--- src/rtl/gpx_pkg.sv ---
package gpx_pkg;
    localparam int ADDR_W = 4;

    localparam logic [ADDR_W-1:0] IDX_DIR   = 4'hA;
    localparam logic [ADDR_W-1:0] IDX_STATE = 4'hB;
    localparam logic [ADDR_W-1:0] IDX_IEN   = 4'hC;
    localparam logic [ADDR_W-1:0] IDX_CTL   = 4'hE;

    localparam int MODE_BIT = 0;
    localparam int SRST_BIT = 3;

    typedef enum logic [1:0] {
        PIN_IDLE = 2'd0,
        PIN_PEND = 2'd1,
        PIN_HELD = 2'd2
    } pin_state_e;
endpackage

--- src/rtl/gpx_sync.sv ---
module gpx_sync #(
    parameter int W      = 8,
    parameter int STAGES = 2
) (
    input  logic         clk,
    input  logic         rst_n,
    input  logic [W-1:0] d,
    output logic [W-1:0] q
);
    logic [STAGES-1:0][W-1:0] chain_q;

    generate
        if (STAGES == 1) begin : g_one
            always_ff @(posedge clk or negedge rst_n) begin
                if (!rst_n) chain_q <= '0;
                else        chain_q <= d;
            end
        end else begin : g_many
            always_ff @(posedge clk or negedge rst_n) begin
                if (!rst_n) chain_q <= '0;
                else        chain_q <= {chain_q[STAGES-2:0], d};
            end
        end
    endgenerate

    assign q = chain_q[STAGES-1];
endmodule

--- src/rtl/gpx_pin_ctl.sv ---
module gpx_pin_ctl
    import gpx_pkg::*;
(
    input  logic clk,
    input  logic rst_n,
    input  logic srst,
    input  logic dir_wr,
    input  logic rd_state,
    input  logic lvl,
    input  logic armed,
    input  logic capture_mode,
    output logic pend,
    output logic held,
    output logic cap_lvl
);
    pin_state_e state_q, state_d;
    logic       ref_q, ref_d;
    logic       cap_q, cap_d;

    always_ff @(posedge clk or negedge rst_n) begin
        if (!rst_n) begin
            state_q <= PIN_IDLE;
            ref_q   <= 1'b0;
            cap_q   <= 1'b0;
        end else if (srst) begin
            state_q <= PIN_IDLE;
            ref_q   <= lvl;
            cap_q   <= 1'b0;
        end else if (dir_wr) begin
            state_q <= PIN_IDLE;
            ref_q   <= lvl;
        end else begin
            state_q <= state_d;
            ref_q   <= ref_d;
            cap_q   <= cap_d;
        end
    end

    always_comb begin
        state_d = state_q;
        ref_d   = ref_q;
        cap_d   = cap_q;
        unique case (state_q)
            PIN_IDLE: begin
                if (rd_state || !armed) begin
                    ref_d = lvl;
                end else if (lvl != ref_q) begin
                    if (capture_mode) begin
                        state_d = PIN_HELD;
                        cap_d   = lvl;
                    end else begin
                        state_d = PIN_PEND;
                    end
                end
            end
            PIN_PEND: begin
                if (rd_state) begin
                    state_d = PIN_IDLE;
                    ref_d   = lvl;
                end else if (lvl == ref_q) begin
                    state_d = PIN_IDLE;
                end
            end
            PIN_HELD: begin
                if (rd_state) begin
                    state_d = PIN_IDLE;
                    ref_d   = lvl;
                end
            end
            default: state_d = PIN_IDLE;
        endcase
    end

    always_comb begin
        pend    = (state_q != PIN_IDLE);
        held    = (state_q == PIN_HELD);
        cap_lvl = cap_q;
    end

    AST_DISARMED_QUIET: assert property (@(posedge clk) disable iff (!rst_n)
        (state_q == PIN_IDLE && !armed) |=> (state_q == PIN_IDLE));

    AST_PEND_REVERT: assert property (@(posedge clk) disable iff (!rst_n)
        (state_q == PIN_PEND && lvl == ref_q) |=> (state_q == PIN_IDLE));

    AST_HELD_KEEPS: assert property (@(posedge clk) disable iff (!rst_n)
        (state_q == PIN_HELD && !rd_state && !dir_wr && !srst)
        |=> (state_q == PIN_HELD && $stable(cap_q)));
endmodule

--- src/rtl/gpx_regs.sv ---
module gpx_regs
    import gpx_pkg::*;
#(
    parameter int N = 8
) (
    input  logic              clk,
    input  logic              rst_n,
    input  logic [ADDR_W-1:0] addr,
    input  logic              wr,
    input  logic              rd,
    input  logic [N-1:0]      wdata,
    input  logic [N-1:0]      state_view,
    output logic [N-1:0]      rdata,
    output logic [N-1:0]      dir_q,
    output logic [N-1:0]      outv_q,
    output logic [N-1:0]      ien_q,
    output logic              mode_q,
    output logic              srst,
    output logic              dir_wr,
    output logic              rd_state
);
    assign srst     = wr && (addr == IDX_CTL) && wdata[SRST_BIT];
    assign dir_wr   = wr && (addr == IDX_DIR);
    assign rd_state = rd && (addr == IDX_STATE);

    always_ff @(posedge clk or negedge rst_n) begin
        if (!rst_n) begin
            dir_q  <= '0;
            outv_q <= '0;
            ien_q  <= '0;
            mode_q <= 1'b0;
        end else if (srst) begin
            dir_q  <= '0;
            outv_q <= '0;
            ien_q  <= '0;
            mode_q <= 1'b0;
        end else if (wr) begin
            case (addr)
                IDX_DIR:   dir_q  <= wdata;
                IDX_STATE: outv_q <= wdata;
                IDX_IEN:   ien_q  <= wdata;
                IDX_CTL:   mode_q <= wdata[MODE_BIT];
                default:   ;
            endcase
        end
    end

    always_comb begin
        rdata = '0;
        case (addr)
            IDX_DIR:   rdata = dir_q;
            IDX_STATE: rdata = state_view;
            IDX_IEN:   rdata = ien_q;
            IDX_CTL:   rdata[MODE_BIT] = mode_q;
            default:   rdata = '0;
        endcase
    end

    AST_RSV_WRITE_IGNORED: assert property (@(posedge clk) disable iff (!rst_n)
        (wr && addr != IDX_DIR && addr != IDX_STATE && addr != IDX_IEN && addr != IDX_CTL)
        |=> ($stable(dir_q) && $stable(outv_q) && $stable(ien_q) && $stable(mode_q)));

    AST_SRST_CLEARS_REGS: assert property (@(posedge clk) disable iff (!rst_n)
        srst |=> (dir_q == '0 && ien_q == '0 && outv_q == '0 && !mode_q));

    AST_SRST_READS_ZERO: assert property (@(posedge clk) disable iff (!rst_n)
        (addr == IDX_CTL) |-> (rdata[SRST_BIT] == 1'b0));
endmodule

--- src/rtl/gpx_bank.sv ---
module gpx_bank
    import gpx_pkg::*;
#(
    parameter int N_PINS      = 8,
    parameter int SYNC_STAGES = 2
) (
    input  logic              clk,
    input  logic              rst_n,
    input  logic [ADDR_W-1:0] reg_addr,
    input  logic              reg_wr,
    input  logic              reg_rd,
    input  logic [N_PINS-1:0] reg_wdata,
    output logic [N_PINS-1:0] reg_rdata,
    input  logic [N_PINS-1:0] pin_in,
    output logic [N_PINS-1:0] pin_out,
    output logic [N_PINS-1:0] pin_oe,
    output logic              irq_oe
);
    logic [N_PINS-1:0] lvl;
    logic [N_PINS-1:0] dir_q, outv_q, ien_q;
    logic              mode_q, srst, dir_wr, rd_state;
    logic [N_PINS-1:0] pend, held, cap_lvl, state_view;

    gpx_sync #(.W(N_PINS), .STAGES(SYNC_STAGES)) u_sync (
        .clk   (clk),
        .rst_n (rst_n),
        .d     (pin_in),
        .q     (lvl)
    );

    gpx_regs #(.N(N_PINS)) u_regs (
        .clk        (clk),
        .rst_n      (rst_n),
        .addr       (reg_addr),
        .wr         (reg_wr),
        .rd         (reg_rd),
        .wdata      (reg_wdata),
        .state_view (state_view),
        .rdata      (reg_rdata),
        .dir_q      (dir_q),
        .outv_q     (outv_q),
        .ien_q      (ien_q),
        .mode_q     (mode_q),
        .srst       (srst),
        .dir_wr     (dir_wr),
        .rd_state   (rd_state)
    );

    generate
        for (genvar i = 0; i < N_PINS; i++) begin : g_pin
            gpx_pin_ctl u_pin (
                .clk          (clk),
                .rst_n        (rst_n),
                .srst         (srst),
                .dir_wr       (dir_wr),
                .rd_state     (rd_state),
                .lvl          (lvl[i]),
                .armed        (ien_q[i] && !dir_q[i]),
                .capture_mode (mode_q),
                .pend         (pend[i]),
                .held         (held[i]),
                .cap_lvl      (cap_lvl[i])
            );
            assign state_view[i] = held[i]  ? cap_lvl[i] :
                                   dir_q[i] ? outv_q[i]  : lvl[i];
        end
    endgenerate

    assign pin_out = outv_q;
    assign pin_oe  = dir_q;
    assign irq_oe  = |pend;

    AST_DIR_WR_RELEASES: assert property (@(posedge clk) disable iff (!rst_n)
        dir_wr |=> !irq_oe);

    AST_SRST_RELEASES: assert property (@(posedge clk) disable iff (!rst_n)
        srst |=> (!irq_oe && pin_oe == '0));

    AST_IRQ_NEEDS_PEND: assert property (@(posedge clk) disable iff (!rst_n)
        (!irq_oe && !(|(ien_q & ~dir_q))) |=> !irq_oe);
endmodule

--- config.mk ---
export PLATFORM = sky130hd
export DESIGN_NAME = gpx_bank
export DESIGN_NICKNAME = d
export VERILOG_FILES = /design/src/rtl/gpx_pkg.sv /design/src/rtl/gpx_sync.sv /design/src/rtl/gpx_pin_ctl.sv /design/src/rtl/gpx_regs.sv /design/src/rtl/gpx_bank.sv
export SDC_FILE = /design/constraint.sdc
export NUM_CORES = 1
export LEC_CHECK = 0
export BUFFER_PORTS_ARGS = -buffer_cell sky130_fd_sc_hd__buf_2
export CORE_MARGIN = 2
export CORE_UTILIZATION = 55
export CTS_CLUSTER_SIZE = 10
export DETAILED_ROUTE_END_ITERATION = 10
export PLACE_DENSITY = 0.88
export SLEW_MARGIN = 10
export SYNTH_ARGS = -nofsm -noshare
export SYNTH_HDL_FRONTEND = slang
export SYNTH_SLANG_ARGS = --single-unit
--- constraint.sdc ---
create_clock -name clk -period 3.2 [get_ports clk]
set_clock_uncertainty 0.15 [all_clocks]
set_input_delay 0.96 -clock clk [delete_from_list [all_inputs] [get_ports clk]]
set_output_delay 0.96 -clock clk [all_outputs]
set_load 0.02 [all_outputs]
# After elaboration in Yosys (flattened, before gate mapping)
# Index checks and enable logic that the tools add are counted.
[op_classes] n_eq_ne=93 muxes=176 reduce_logical=119
[op_table] op="$mux 2" count=50
[op_table] op="$mux 1" count=99
[op_table] op="$mux 8" count=9
[op_table] op="$ne 4x3->1 const B" count=15
[op_table] op="$reduce_bool 2->1" count=30
[op_table] op="$ne 4x4->1 const B" count=14
[op_table] op="$pmux 2 s3" count=8
[op_table] op="$reduce_and 5->1" count=8
[op_table] op="$ne 5x4->1 const B" count=7
[op_table] op="$ne 4x1->1 const B" count=8
[op_table] op="$reduce_and 4->1" count=8
[op_table] op="$reduce_bool 4->1" count=8
[op_table] op="$reduce_and 3->1" count=8
[op_table] op="$pmux 7 s3" count=1
[op_table] op="$eq 2x1->1 const B" count=8
[op_table] op="$eq 2x2->1 const B" count=8
[op_table] op="$eq 4x4->1 const B" count=4
[op_table] op="$logic_not 1->1" count=16
[op_table] op="$logic_not 2->1" count=8
[op_table] op="$pmux 1 s2" count=8
[op_table] op="$reduce_or 2->1" count=8
[op_table] op="$ne 2x2->1 const B" count=7
[op_table] op="$logic_and 1x1->1" count=12
[op_table] op="$ne 4x2->1 const B" count=3
[op_table] op="8 further kinds" count=33
[totals] ff_bits=73 input_bits=24 elab_cells=418

# Longest topological paths before layout
[logic_depth] depth_word=8 mapped_depth=7 mapped_depth_nobuf=6

# Hierarchy
# A second synthesis with hierarchy kept.
[unflattened] cells_unflattened=486 area_unflattened_um2=4583.1
[modules_own_cells] mod="gpx_pin_ctl" n_inst=8 cells_each=35 area_each_um2=311.5 seq_area_each_um2=100.1
[modules_own_cells] mod="gpx_regs" n_inst=1 cells_each=147 area_each_um2=1413.9 seq_area_each_um2=625.6
[modules_own_cells] mod="gpx_sync" n_inst=1 cells_each=24 area_each_um2=460.4 seq_area_each_um2=400.4
[modules_own_cells] mod="gpx_bank" n_inst=1 cells_each=35 area_each_um2=216.5 seq_area_each_um2=0.0

# Worst setup path before layout
# OpenSTA, ideal clock, no wires.
[synth_timing] kind="input -> output" startpoint="input port reg_addr[2]" endpoint="output port reg_rdata[1]" t_arrival_ns=2.187 required_time_ns=2.090 setup_slack_ns=-0.097 cell_stages=5 cell_sequence="buf_6 > nand4b_1 > buf_2 > clkbuf_1 > o21ai_0"
[synth_between] elab_chain_len=2
[synth_rtl] item="start, declared" line_no="gpx_bank.sv:9" source="input logic [ADDR_W-1:0] reg_addr,"
[synth_rtl] item="$eq 4x4->1" line_no="gpx_regs.sv:50" source="case (addr)"
[synth_rtl] item="$pmux 7 s3 *" line_no="gpx_regs.sv:50"
[synth_rtl] item="end, declared" line_no="gpx_bank.sv:13" source="output logic [N_PINS-1:0] reg_rdata,"
# Mark *: on every way between the ends. The rest lies on a longest branch, timed or not.

# Worst setup path after layout
[layout_timing] startpoint="input port reg_addr[0]" endpoint="output port reg_rdata[6]"
# The elaborated chain is that of the path after synthesis.

==> qor.txt <==
Final setup violating endpoints: 0
Overall power after layout: 3.222 mW
Standard cell area after detailed placement: 4501 um2
Critical path's most frequent cell: sky130_fd_sc_hd__buf_4
Die X: 90.07 um
Capturing element type of the critical path: primary output
Vias: 3574
Total clock sinks: 73
Maximum ir drop on the vdd rail: 383.5 uV
Pin count of the biggest net entering global routing: 74
Sequential cell area fraction in the yosys report: 44.84%
Starting density of the core: 56.47%
Vert. Die Dim: 90.07 um
Total net switching power: 1.214 mW
Top-area cell type share of the netlist area: 44.84%
Achievable Freq: 318.3 MHz
Total routing usage reported by global routing: 26.62%
Max stage delay on crit path: 0.23 ns
Core area: 7214 um2
Remaining antenna violation count: 0
Filler cell count in the final layout: 574
Number of antenna violations at the first check in global routing: 0
Post-synthesis area per instance: 9.985 um2
Fraction of power spent switching nets: 37.69%
Kind of path behind the tightest hold check: reg -> reg
Most used flip-flop cell after synthesis: sky130_fd_sc_hd__dfrtp_1
Share of total power in the clock network: 19.4%
Relative slew slack: 38.73%
Critical path cell sequence: buf_4, nand3b_1, nor2_2, buf_4, a22oi_1, o21ai_0, buf_2
Post-CTS Hold Fix Bufs: 0
Area delta synth->final: 16.68%
Number of iterations in the first detailed-routing pass: 5
Synthesized-area fraction occupied by ao, oa, aoi and oai cells: 21.93%
Final Routed Wirelength: 10560 um
Max Fanout on Critical Path: 5
CP max-delay cell: sky130_fd_sc_hd__nand3b_1
Main combinational cell family by area after synthesis: compound AO/OA/AOI/OAI gates
Cell accounting for the most synthesized area: sky130_fd_sc_hd__dfrtp_1
Share of flip-flops with an asynchronous set or reset: 100.0%
Share of synthesized cell area in full adder, half adder and majority cells: 7.678%
Clock transition at the registers of the reported paths: 0.07 ns
Int Pwr: 2.007 mW
IO Port Bufs: 48
Global-route wire length before repair: 17200 um
Synth warnings: 0
Distinct cell type count of the synthesized netlist: 49
Fraction of synthesized cell area in xor and xnor cells: 2.150%
Synth Instances: 408
Worst Max-Slew Pin Slew: 0.9191 ns
Final Max Tran Viols: 0
Number of cells in the finished layout apart from fillers: 579
Number of nets in the finished design: 525
Run status: completed
TritonCTS clock tree: yes
Fraction of layout instances using a drive strength above 1: 22.71%
CTS max path bufs: 2
Vias in the first global route: 3524
Clock insertion delay at the later pin of the skew report: 0.35 ns
Number of violations of the max-capacitance limit: 0
H-tree level count: 3
Number of flip-flops and latches in the synthesized netlist: 73
Post-detailed-route via-to-cell ratio: 6.173
Tmin final: 3.142 ns
Net Count, Synth: 457
Worst EP required: 2.09 ns
Antenna diode count: 0
Final HPWL DP: 7112 um
Clock buffers created by TritonCTS: 9
Crit start category: primary input
Count of endpoints failing hold in the final timing report: 0
Average wire per standard cell: 18.24 um
Static leakage: 2.192 nW
Combined area of all synthesized cells: 4074 um2
Area enclosed by the die boundary: 8112 um2
Period utilisation layout: 98.17%
DRC violations left: 0
Count of routing violations after the opening detailed-route iteration: 272
Number of enable flip-flop cells after synthesis: 0
CP Data Arrival Time: 2.03 ns
Combinational share of power: 39.2%
CTS Root Buffer Type: sky130_fd_sc_hd__clkbuf_8
Row cnt: 31
Leading cell types by total area after synthesis: sky130_fd_sc_hd__dfrtp_1, sky130_fd_sc_hd__ha_1, sky130_fd_sc_hd__a21oi_1, sky130_fd_sc_hd__nand3_1, sky130_fd_sc_hd__a32o_1
Remaining global-route overflow: 0
Placed Cells: 558
Fraction of synthesized area in multiplexers: 4.668%
Post-layout instance area: 4753 um2
Post-synthesis simple-gate area fraction: 13.48%
Startpoint-to-endpoint class of the critical path: in -> out
Power per unit of standard cell area: 677.8 nW/um2
Sequential Power Share: 41.4%
IO Count: 49
GP Congestion: 0.8866
-- layout by cell type, fill, tap and decap left out, types with 13 or more instances in the layout --
cell	synthesis	final
sky130_fd_sc_hd__nand2_1	26	26
sky130_fd_sc_hd__buf_4	4	25
sky130_fd_sc_hd__buf_2	6	45
sky130_fd_sc_hd__a21oi_1	40	40
sky130_fd_sc_hd__dfrtp_1	73	73
sky130_fd_sc_hd__ha_1	25	25
sky130_fd_sc_hd__o21ai_0	23	20
sky130_fd_sc_hd__nor2_1	14	13
sky130_fd_sc_hd__inv_1	27	27
sky130_fd_sc_hd__nand3_1	28	28
-- per-layer routing --
metal | track usage, % | vias up | wire, um
li1 | - | 1624 | -
met1 | 32.59 | 1702 | 4125
met2 | 44.99 | 213 | 5219
met3 | 6.119 | 35 | 921
met4 | 11.92 | 0 | 295
met5 | 0 | - | 0
-- cells by family (layout without fill, tap and decap cells) --
family,after synthesis,in the layout
and+or+nand+nor,104,104
buffers and inverters,45,117
DFF,73,73
adders and majority gates,25,25
muxes,18,18
AOI/OAI and AO/OA,133,133
xor gates and xnor gates,10,10
-- path summary, 6_finish.rpt --
path                            cells past startpoint                                  start                            endpoint  slack, ns
worst max-delay path                                7                            reg_addr[0]                        reg_rdata[6]       0.06
worst min-delay path                                0            u_sync.chain_q[3]$_DFF_PN0_               u_sync.q[3]$_DFF_PN0_       0.20
worst max register to register                      5  g_pin[2].u_pin.state_q[0]$_DFFE_PN0P_    g_pin[2].u_pin.ref_q$_DFFE_PN0P_       1.30
worst min register to register                      0            u_sync.chain_q[3]$_DFF_PN0_               u_sync.q[3]$_DFF_PN0_       0.20
max in group asynchronous                           1                                  rst_n               u_sync.q[6]$_DFF_PN0_       1.70
min in group asynchronous                           1                                  rst_n  g_pin[2].u_pin.cap_lvl$_DFFE_PN0P_       0.56
-- synth_stat cells (5+ instances only) --
cell type,count
sky130_fd_sc_hd__a22o_1,9
sky130_fd_sc_hd__and3_1,6
sky130_fd_sc_hd__mux2i_1,10
sky130_fd_sc_hd__a21oi_1,40
sky130_fd_sc_hd__a22oi_1,9
sky130_fd_sc_hd__o211ai_1,5
sky130_fd_sc_hd__o21a_1,5
sky130_fd_sc_hd__ha_1,25
sky130_fd_sc_hd__inv_1,27
sky130_fd_sc_hd__a32o_1,12
sky130_fd_sc_hd__mux2_2,8
sky130_fd_sc_hd__a2bb2oi_1,5
sky130_fd_sc_hd__dfrtp_1,73
sky130_fd_sc_hd__nand3_1,28
sky130_fd_sc_hd__buf_2,6
sky130_fd_sc_hd__o22ai_1,11
sky130_fd_sc_hd__o21ai_0,23
sky130_fd_sc_hd__nor2_1,14
sky130_fd_sc_hd__nand2_1,26
sky130_fd_sc_hd__xor2_1,8
sky130_fd_sc_hd__nor2b_1,5
-- cell type report --
| cell class | instances | area, um2 | area share, % |
|---|---|---|---|
| inverters | 28 | 105.1 | 2.211 |
| multi-input cells | 290 | 2059 | 43.33 |
| well taps | 99 | 123.9 | 2.606 |
| clock buffers | 12 | 145.1 | 3.053 |
| repair buffers | 74 | 475.5 | 10.00 |
| flip-flops and latches | 73 | 1827 | 38.43 |
| clock inverters | 3 | 17.52 | 0.3685 |
-- sequential cells by signal, summed over array words and instances, names as in the netlist --
register,flops
u_regs.ien_q,8
u_regs.dir_q,8
g_pin.u_pin.ref_q,8
g_pin.u_pin.state_q,16
u_sync.q,8
g_pin.u_pin.cap_lvl,8
u_regs.outv_q,8
u_regs.mode_q,1
u_sync.chain_q,8
-- per-stage QoR --
step           utilization, %  worst slack, ns  TNS [ns]  hold WS (ns)
2_1_floorplan               -         -0.09718   -0.6937        0.1812
3_3_place_gp            62.38          0.03791         0        0.1823
3_5_place_dp            62.38          0.01930         0        0.1855
4_1_cts                 64.64          0.01712         0        0.2014
5_1_grt                 65.89         -0.02363  -0.07781        0.2023
6_report                65.89          0.05846         0        0.2006
-- power groups by stage --
stage               sequential [mW]  combinational (mW)  clock [mW]
finish                         1.33                1.26       0.624
floorplan                      1.34               0.884           0
global route                   1.36                1.39       0.673
global placement               1.33                1.18           0
CTS                            1.33                1.23       0.633
detailed placement             1.34                1.23           0
-- critical path, delay by kind of cell --
kind	cells	cell delay, ns
AO/OA/AOI/OAI	2	0.17
buffers and inverters	3	0.48
AND/OR/NAND/NOR	2	0.41
-- repair_timing --
action	4_1_cts	5_1_grt
setup buffers	0	6
resized for setup	0	11
endpoints found under the setup margin	0	6
hold endpoints to repair	0	0
No activity file was read; power rests on OpenSTA's default activity.
